`config.mk`:
```
export PLATFORM = sky130hd
export DESIGN_NAME = dpll_status_irq
export DESIGN_NICKNAME = d
export VERILOG_FILES = /design/src/rtl/dpll_status_irq.sv
export SDC_FILE = /design/constraint.sdc
export NUM_CORES = 1
export LEC_CHECK = 0
export BUFFER_PORTS_ARGS = -buffer_cell sky130_fd_sc_hd__buf_2
export CAP_MARGIN = 20
export CORE_UTILIZATION = 25
export CTS_CLUSTER_DIAMETER = 50
export DETAILED_ROUTE_END_ITERATION = 16
export GPL_ROUTABILITY_DRIVEN = 0
export GPL_TIMING_DRIVEN = 0
export SYNTH_ARGS = -nofsm -noshare
export SYNTH_HDL_FRONTEND = slang
export SYNTH_SLANG_ARGS = --single-unit
export TNS_END_PERCENT = 1
```
`constraint.sdc`:
```
create_clock -name clk -period 1 [get_ports clk]
set_input_delay 0 -clock clk [delete_from_list [all_inputs] [get_ports clk]]
set_output_delay 0 -clock clk [all_outputs]
set_load 0.1 [all_outputs]
```
`src/rtl/dpll_status_irq.sv`:
```
module dpll_status_irq (
  input  logic       clk,
  input  logic       rst_n,
  input  logic [1:0] mode,
  input  logic       pullin,
  input  logic       locked,
  input  logic       ref_lost,
  input  logic       out_of_range,
  input  logic       hist_upd,
  input  logic       hist_avail,
  input  logic       follow_oor,
  input  logic       wr_en,
  input  logic [1:0] wr_sel,
  input  logic [6:0] wr_data,
  output logic [6:0] status,
  output logic [6:0] irq_en,
  output logic [6:0] pending,
  output logic       irq,
  output logic       flush_pulse
);
  localparam logic [1:0] SEL_EN    = 2'd0;
  localparam logic [1:0] SEL_CLR   = 2'd1;
  localparam logic [1:0] SEL_FLUSH = 2'd2;

  logic       ext;
  logic [6:0] st_n, prev_q, chg, clr;

  assign ext  = mode[1];
  assign st_n = {hist_avail,
                 hist_upd,
                 ext & out_of_range & ~follow_oor,
                 ext & out_of_range,
                 ext & ~locked & ~pullin,
                 ext & ref_lost,
                 ext & locked & ~pullin};
  assign chg = status ^ prev_q;
  assign clr = (wr_en && wr_sel == SEL_CLR) ? wr_data : '0;

  always_ff @(posedge clk or negedge rst_n) begin
    if (!rst_n) begin
      status      <= '0;
      prev_q      <= '0;
      irq_en      <= '0;
      pending     <= '0;
      irq         <= 1'b0;
      flush_pulse <= 1'b0;
    end else begin
      status      <= st_n;
      prev_q      <= status;
      pending     <= (pending & ~clr) | (chg & irq_en);
      irq         <= |(pending & irq_en);
      flush_pulse <= wr_en && wr_sel == SEL_FLUSH && wr_data[0];
      if (wr_en && wr_sel == SEL_EN) irq_en <= wr_data;
    end
  end

  p_selftime_quiet_r1: assert property (@(posedge clk) disable iff (!rst_n)
    !$past(mode[1]) |-> status[4:0] == 5'd0);

  p_sync_lol_excl_r4: assert property (@(posedge clk) disable iff (!rst_n)
    !(status[0] && status[2]));

  p_pullin_quiet_r4: assert property (@(posedge clk) disable iff (!rst_n)
    $past(pullin) |-> (!status[0] && !status[2]));

  p_follow_no_sap_r6: assert property (@(posedge clk) disable iff (!rst_n)
    $past(follow_oor) |-> !status[4]);

  p_flush_src_r8: assert property (@(posedge clk) disable iff (!rst_n)
    flush_pulse |-> $past(wr_en && wr_sel == SEL_FLUSH && wr_data[0]));

  p_pend_set_r9: assert property (@(posedge clk) disable iff (!rst_n)
    (chg & irq_en) != 7'd0 |=> (pending & $past(chg & irq_en)) == $past(chg & irq_en));

  p_irq_src_r11: assert property (@(posedge clk) disable iff (!rst_n)
    irq |-> $past(pending != 7'd0));
endmodule

```
* Word level (Yosys, flattened, before mapping)
Cells that the tools add are included.
Widths: inputs -> output; s select.
** Cells by class
- Equality and inequality tests :: 2
- Mux-type cells :: 1
- Bitwise logic cells :: 16
- Reductions and logical operators :: 6
** Operators with widths (number)
- $and 7x7->7 :: 3
- $and 1x1->1 :: 7
- $mux 7 :: 1
- $not 7->7 :: 1
- $or 7x7->7 :: 1
- $reduce_or 7->1 :: 1
- $xor 7x7->7 :: 1
- $logic_and 1x1->1 :: 4
- $not 1->1 :: 3
- $eq 2x1->1 const B :: 1
- $eq 2x2->1 const B :: 1
- $logic_not 2->1 :: 1
** Word-level totals
- Bits in registers :: 30
- Bits of input ports :: 21
- Output and inout port bits :: 23
- Logic and storage cells :: 31

* Depth between registers and ports, before layout
Gate-level depths: netlist (run 1).
- Word-level depth :: 6
- Depth in mapped cells :: 3
- Depth with buffers taken out :: 2

* Worst setup path before layout (run 1)
Ideal clock, no wire load.
- Path type :: reg2reg
- Start point :: register irq_en[4]
- End point :: register irq
- Setup time :: 141 ps
- Data arrival time :: 1275 ps
- Data required time :: 859 ps
- Slack :: -416 ps
- Cell stages (with the launch flop) :: 3
- Path buffers :: 0
- Period minus slack after synthesis :: 1416 ps
- Cell sequence :: dfrtp_1 > a222oi_1 > nand3_1
** Between the ends
- Cells in the longest elaborated chain, start to end :: 2
** RTL lines
- start, declared :: RTL line 16 : output logic [6:0] irq_en,
- start signal, assigned :: RTL line 53 : if (wr_en && wr_sel == SEL_EN) irq_en <= wr_data;
- $and 7x7->7 :: RTL line 51 : irq <= |(pending & irq_en);
- $reduce_or 7->1 :: RTL line 51
- end signal, assigned :: RTL line 51
- end, declared :: RTL line 18 : output logic irq,
No other way between the ends.
A chain may end at the register's enable or synchronous reset.

* Worst setup path after layout (run 1)
Same ends and word-level chain as after synthesis.

==> impl_metrics.csv, run 1 <==
group,metric,value,unit
grt,grt_pass1_vias,951,
routing,vias_per_cell,4.63,
logic_synthesis,postSynthCellCount,71,
logic_synthesis,synth_cell_types,15,
routing,vias,875,
grt,grt_overflow_total,0,
setup_path,critPathLaunchType,"flip-flop",
setup_path,crit_path_end_kind,"flip-flop",
placement,pre_cts_ws,-0.121,ns
logic_synthesis,ys_ff_latch,30,
run_status,violations,"negative setup slack",
logic_synthesis,syn_area,1130,sq um
floorplanning,dieArea,4790,sq um
grt,grt.total_usage,11.8,%
power,power,4.27,mW
floorplanning,ios,44,
setup_path,crit_type,"flip-flop to flip-flop",
routing,first_pass_iters,4,
layout,finalNetCount,157,
grt,grt_max_degree,31,
power,p_clk_share,23.1,%
sta,relSlewSlack,56.1,%
layout,diodes,0,
setup_path,rr_endpoint,"irq$_DFF_PN0_",
grt,antenna_found_initial,0,
sta,skew,0.00311,ns
setup_path,crit_arrival,1.25,ns
power,pwr-share-seq,36.2,%
clocking,clk_path_buf_depth,2,
sta,post-route-min-period,1.10,ns
setup_path,worst-path-max-fanout,2,
layout,multi_input_area,357,sq um
job,drv_cap,0,
layout,area_growth,56.0,%
floorplanning,start_util,25.9,%
setup_path,required,1.15,ns
logic_synthesis,synth_top_area_share,66.4,%
layout,fill_cells,386,
grt,grt_pass1_wl,4370,microns
floorplanning,core-area,4350,sq um
logic_synthesis,synthFlopType,"dfrtp_1",
logic_synthesis,yosys_warnings,0,
setup_path,crit_chain,"a222oi_1 -> nand3_1",
power,p_int,2.40,mW
power,power_density,2420,nW/um^2
setup_path,r2r_slack,-0.10,ns
placement,port_buffers,40,
logic_synthesis,synth_area_leaders,"dfrtp_1 66%, mux2_2 7.0%, a22o_1 5.4%, nand4b_1 5.4%, xor2_1 5.4%",
floorplanning,chipWidth,69.2,microns
sta,hold_viol,0,
sta,timing.final.crit_share,110,%
setup_path,cp_slowest_cell,"dfrtp_4",
setup_path,crit_family,"flip-flops",
logic_synthesis,async_reset_ff_share,100,%
sta,drv_slew,0,
layout,final-seq-area,782,sq um
logic_synthesis,synth_common_cells,"30 x dfrtp_1, 7 x a22o_1, 7 x mux2_2, 7 x nand4b_1, 7 x xor2_1",
setup_path,critPathLaunch,"irq_en[4]$_DFFE_PN0P_",
floorplanning,fp.dieH,69.2,microns
clocking,clkLatencyLatePin,0.28,ns
layout,drive_gt1_share,58.4,%
clocking,clock-root-buffer,"clkbuf_8",
logic_synthesis,synth_edf_count,0,
routing,wl_per_cell,14.0,microns
layout,post-route-util,40.5,%
floorplanning,num_rows,24,
power,p_leak,0.794,nW
logic_synthesis,synth_fp_nets,92,
logic_synthesis,syn_area_per_cell,15.9,sq um
sta,fin_ws,-0.104,ns
clocking,clk_pin_slew,0.06,ns
logic_synthesis,synth_most_common_cell,"dfrtp_1",
setup_path,crit_cells,2,
routing,ant_nets,0,
logic_synthesis,synth_largest_area_cell,"dfrtp_1",
clocking,tritoncts,"yes",
sta,rsz0062_at_grt,"true",
clocking,h-tree-depth,2,
clocking,clkSinkCount,30,
setup_path,critPathMaxStageDelay,0.47,ns
power,p_sw_share,43.7,%
placement,place_hpwl,1780,microns
power,power_switching,1.86,mW
routing,drc,0,
setup_path,timing.rr.start,"irq_en[4]$_DFFE_PN0P_",
routing,finalWirelength,2650,microns
clocking,cts_buffers,5,
power,combinationalPowerShare,40.7,%
setup_path,critPathBufInv,0,
routing,drt-initial-drc-count,23,
sta,setup_tns,-0.164,ns
min_path,hold_path.class,"input port to flip-flop",
setup_path,worstRegToRegCells,2,
sta,setup_viol,2,
sta,max_freq,906,MHz
logic_synthesis,synth-seq-area-share,66.4,%
setup_path,endpoint,"irq$_DFF_PN0_",
run_status,status,"finished, violations left",
sta,tightest_slew,0.659,ns
power,peakVddDrop,0.00115,V
## metal layers
metal	vias to the layer above	global-route usage, %	wire (microns)
met3	4	4.65	176
met5	-	0	0
met2	33	20.7	1410
li1	395	-	-
met4	0	6.35	38
met1	443	11.8	1030
## per-stage QoR
step / area [sq um] / cells / hold slack, ns
3_3_place_gp: 1430 / 163 / 0.0537
2_1_floorplan: 1160 / 71 / -0.296
3_5_place_dp: 1430 / 163 / 0.0756
5_1_grt: 1760 / 189 / 0.0595
6_report: 1760 / 189 / 0.0535
4_1_cts: 1740 / 187 / 0.0490
## power groups by stage
stage / clock network (mW) / logic [mW] / registers, mW
2_1_floorplan: 0 / 0.197 / 2.62
3_3_place_gp: 0 / 1.53 / 1.56
3_5_place_dp: 0 / 1.55 / 1.57
4_1_cts: 1.01 / 1.69 / 1.55
5_1_grt: 1.06 / 1.79 / 1.57
6_report: 0.987 / 1.74 / 1.54
## cells by family (layout without fill, tap and decap cells)
logic type,Yosys count,in the layout,share of synthesized area (%)
flip-flops,30,30,66.4
AND/OR/NAND/NOR,15,15,11.5
AO/OA/AOI/OAI,10,10,7.64
XOR/XNOR,7,7,5.43
multiplexers,7,7,6.98
buffers and inverters,2,68,1.99
## how the worst min path moves through the flow
stage | startpoint | end | depth (start not counted)
2_1_floorplan | rst_n | flush_pulse$_DFF_PN0_ | 0
3_3_place_gp | rst_n | prev_q[2]$_DFF_PN0_ | 1
3_5_place_dp | rst_n | prev_q[5]$_DFF_PN0_ | 1
4_1_cts | wr_en | flush_pulse$_DFF_PN0_ | 2
5_1_grt | wr_en | flush_pulse$_DFF_PN0_ | 2
6_report | wr_en | flush_pulse$_DFF_PN0_ | 2
## sequential cells by signal, summed over array words and instances (netlist names)
signal / count
pending: 7
status: 7
irq_en: 7
prev_q: 7
flush_pulse: 1
irq: 1
## cell usage in the layout (no fill, tap or decap), types with 2 or more instances in the layout
cell / netlist / routed
a22o_1: 7 / 7
buf_2: 0 / 17
dfrtp_4: 0 / 2
clkbuf_8: 0 / 6
mux2_2: 7 / 7
nand4b_1: 7 / 7
dfrtp_1: 30 / 9
dfrtp_2: 0 / 19
buf_4: 0 / 24
buf_6: 2 / 2
a22oi_1: 2 / 2
xor2_1: 7 / 7
and2_1: 2 / 2
dlygate4sd3_1: 0 / 16
## cell type report
class                           count  area share, %
Sequential cell                    30           44.4
Clock inverter                      1          0.284
Tap cell                           52           3.69
Buffer                              2           1.28
Timing Repair Buffer               58           25.3
Clock buffer                        7           4.90
Multi-Input combinational cell     39           20.2
## timing repair
action,CTS,global route
resized for setup,24,2
setup endpoints to repair,24,2
pin swaps,0,2
endpoints found under the hold margin,44,0
hold buffers,16,0
buffers inserted,0,2
No activity file was read; power rests on OpenSTA's default activity.
==> run 2, diff against run 1 <==
--- a/config.mk
+++ b/config.mk
@@ -7,11 +7,13 @@
 export LEC_CHECK = 0
 export BUFFER_PORTS_ARGS = -buffer_cell sky130_fd_sc_hd__buf_2
 export CAP_MARGIN = 20
-export CORE_UTILIZATION = 25
+export CORE_UTILIZATION = 40
 export CTS_CLUSTER_DIAMETER = 50
 export DETAILED_ROUTE_END_ITERATION = 16
 export GPL_ROUTABILITY_DRIVEN = 0
 export GPL_TIMING_DRIVEN = 0
+export MAX_ROUTING_LAYER = met4
+export PLACE_DENSITY = 0.7
 export SYNTH_ARGS = -nofsm -noshare
 export SYNTH_HDL_FRONTEND = slang
 export SYNTH_SLANG_ARGS = --single-unit
==> constraint.sdc (replaced) <==
create_clock -name clk -period 0.9 [get_ports clk]
set_input_delay 0 -clock clk [delete_from_list [all_inputs] [get_ports clk]]
set_output_delay 0 -clock clk [all_outputs]
set_load 0.1 [all_outputs]
==> impl_metrics.csv, run 2 (same netlist as run 1, synthesis figures left out) <==
group,metric,value,unit
power,pwr-share-seq,38.0,%
floorplanning,num_rows,18,
routing,vias,846,
sta,tightest_slew,0.667,ns
routing,drc,0,
sta,setup_viol,22,
grt,grt_max_degree,31,
layout,area_growth,70.4,%
run_status,violations,"negative setup slack",
setup_path,crit_chain,"a222oi_1 -> nand3_1",
sta,rsz0062_at_grt,"true",
placement,placedCellCount,141,
clocking,h-tree-depth,2,
grt,grt_pass1_vias,870,
clocking,clock-root-buffer,"clkbuf_4",
routing,drt-initial-drc-count,5,
sta,timing.final.crit_share,127,%
floorplanning,core-area,2570,sq um
setup_path,crit_type,"flip-flop to flip-flop",
setup_path,required,1.08,ns
power,power_density,2460,nW/um^2
placement,pre_cts_ws,-0.246,ns
sta,max_freq,876,MHz
grt,grt_overflow_total,0,
power,p_leak,0.855,nW
placement,place_hpwl,1500,microns
setup_path,crit_family,"flip-flops",
power,power_switching,2.07,mW
placement,place_area,1400,sq um
routing,wl_per_cell,15.3,microns
clocking,clk_path_buf_depth,2,
sta,fin_ws,-0.242,ns
sta,setup_tns,-1.13,ns
clocking,cts_buffers,5,
sta,hold_viol,0,
clocking,clkLatencyLatePin,0.31,ns
routing,finalWirelength,2530,microns
routing,first_pass_iters,4,
grt,antenna_found_initial,0,
sta,skew,0.00659,ns
grt,grt.total_usage,19.4,%
floorplanning,ios,44,
power,p_clk_share,15.2,%
layout,finalNetCount,155,
power,peakVddDrop,0.00208,V
sta,drv_slew,0,
run_status,status,"finished, violations left",
setup_path,critPathMaxStageDelay,0.51,ns
power,combinationalPowerShare,46.8,%
layout,final_cell_mix,"19 x dfrtp_2, 19 x buf_12, 17 x buf_2",
power,p_int,2.68,mW
min_path,hold_path.class,"input port to flip-flop",
setup_path,worst-path-max-fanout,4,
power,p_sw_share,43.6,%
setup_path,cp_slowest_cell,"dfrtp_4",
job,drv_cap,0,
layout,post-route-util,75.0,%
setup_path,crit_path_end_kind,"flip-flop",
setup_path,critPathLaunchType,"flip-flop",
routing,vias_per_cell,5.13,
layout,diodes,0,
clocking,clkSinkCount,30,
layout,fin_area,1930,sq um
setup_path,crit_arrival,1.32,ns
clocking,cts_setup_buffers,0,
floorplanning,fp.dieH,55.1,microns
floorplanning,start_util,44.0,%
placement,port_buffers,40,
grt,grt_pass1_wl,3770,microns
floorplanning,chipWidth,55.1,microns
routing,ant_nets,0,
clocking,clk_pin_slew,0.09,ns
power,power,4.74,mW
floorplanning,dieArea,3040,sq um
sta,relSlewSlack,55.5,%
layout,drive_gt1_share,56.3,%
layout,instances_no_fill,165,
sta,hold_ws,0.0134,ns
sta,post-route-min-period,1.14,ns
clocking,tritoncts,"yes",
setup_path,critPathBufInv,0,
[run 2: cell count changes in the layout (fill, tap and decap cells not counted), sizes merged]
cell	change
clkinv	-1
buf	-2
clkbuf	+1
[run 2: path summary, 6_finish.rpt]
path | start | end | slack, ns | cells past startpoint
max in group asynchronous | rst_n | pending[4]$_DFF_PN0_ | 0.16 | 2
hold / removal | wr_en | flush_pulse$_DFF_PN0_ | 0.01 | 2
setup / recovery | irq_en[4]$_DFFE_PN0P_ | irq$_DFF_PN0_ | -0.24 | 2
hold reg to reg | status[6]$_DFF_PN0_ | prev_q[6]$_DFF_PN0_ | 0.45 | 0
setup reg to reg | irq_en[4]$_DFFE_PN0P_ | irq$_DFF_PN0_ | -0.24 | 2
min in group asynchronous | rst_n | prev_q[4]$_DFF_PN0_ | 0.25 | 2
[run 2: layer usage]
layer	vias to the layer above	global-route usage, %	part of all wire, %	routed length (microns)
li1	391	-	-	-
met1	410	20.0	42	1070
met2	36	31.7	50	1260
met3	9	5.74	4.7	119
met4	0	12.9	3.1	79
met5	-	-	0	0
[run 2: timing repair]
item | 4_1_cts | 5_1_grt
endpoints found under the hold margin | 45 | 0
setup endpoints to repair | 24 | 29
gates cloned | 0 | 0
gates resized for setup | 82 | 4
hold buffers | 16 | 0
[run 2: area by class of cell]
cell class,count,area (sq um)
buffer,2,22.5
clock buffer,8,48.8
fill,154,642
multi-input combinational,39,360
sequential,30,782
tap,30,37.5
timing repair buffer,56,674
[run 2: power by group through the flow]
stage	clock, mW	sequential (mW)	combinational, mW
6_report	0.720	1.80	2.22
5_1_grt	0.812	1.83	2.29
4_1_cts	0.755	1.80	2.21
3_5_place_dp	0	1.73	1.71
3_3_place_gp	0	1.72	1.70
2_1_floorplan	0	2.91	0.219
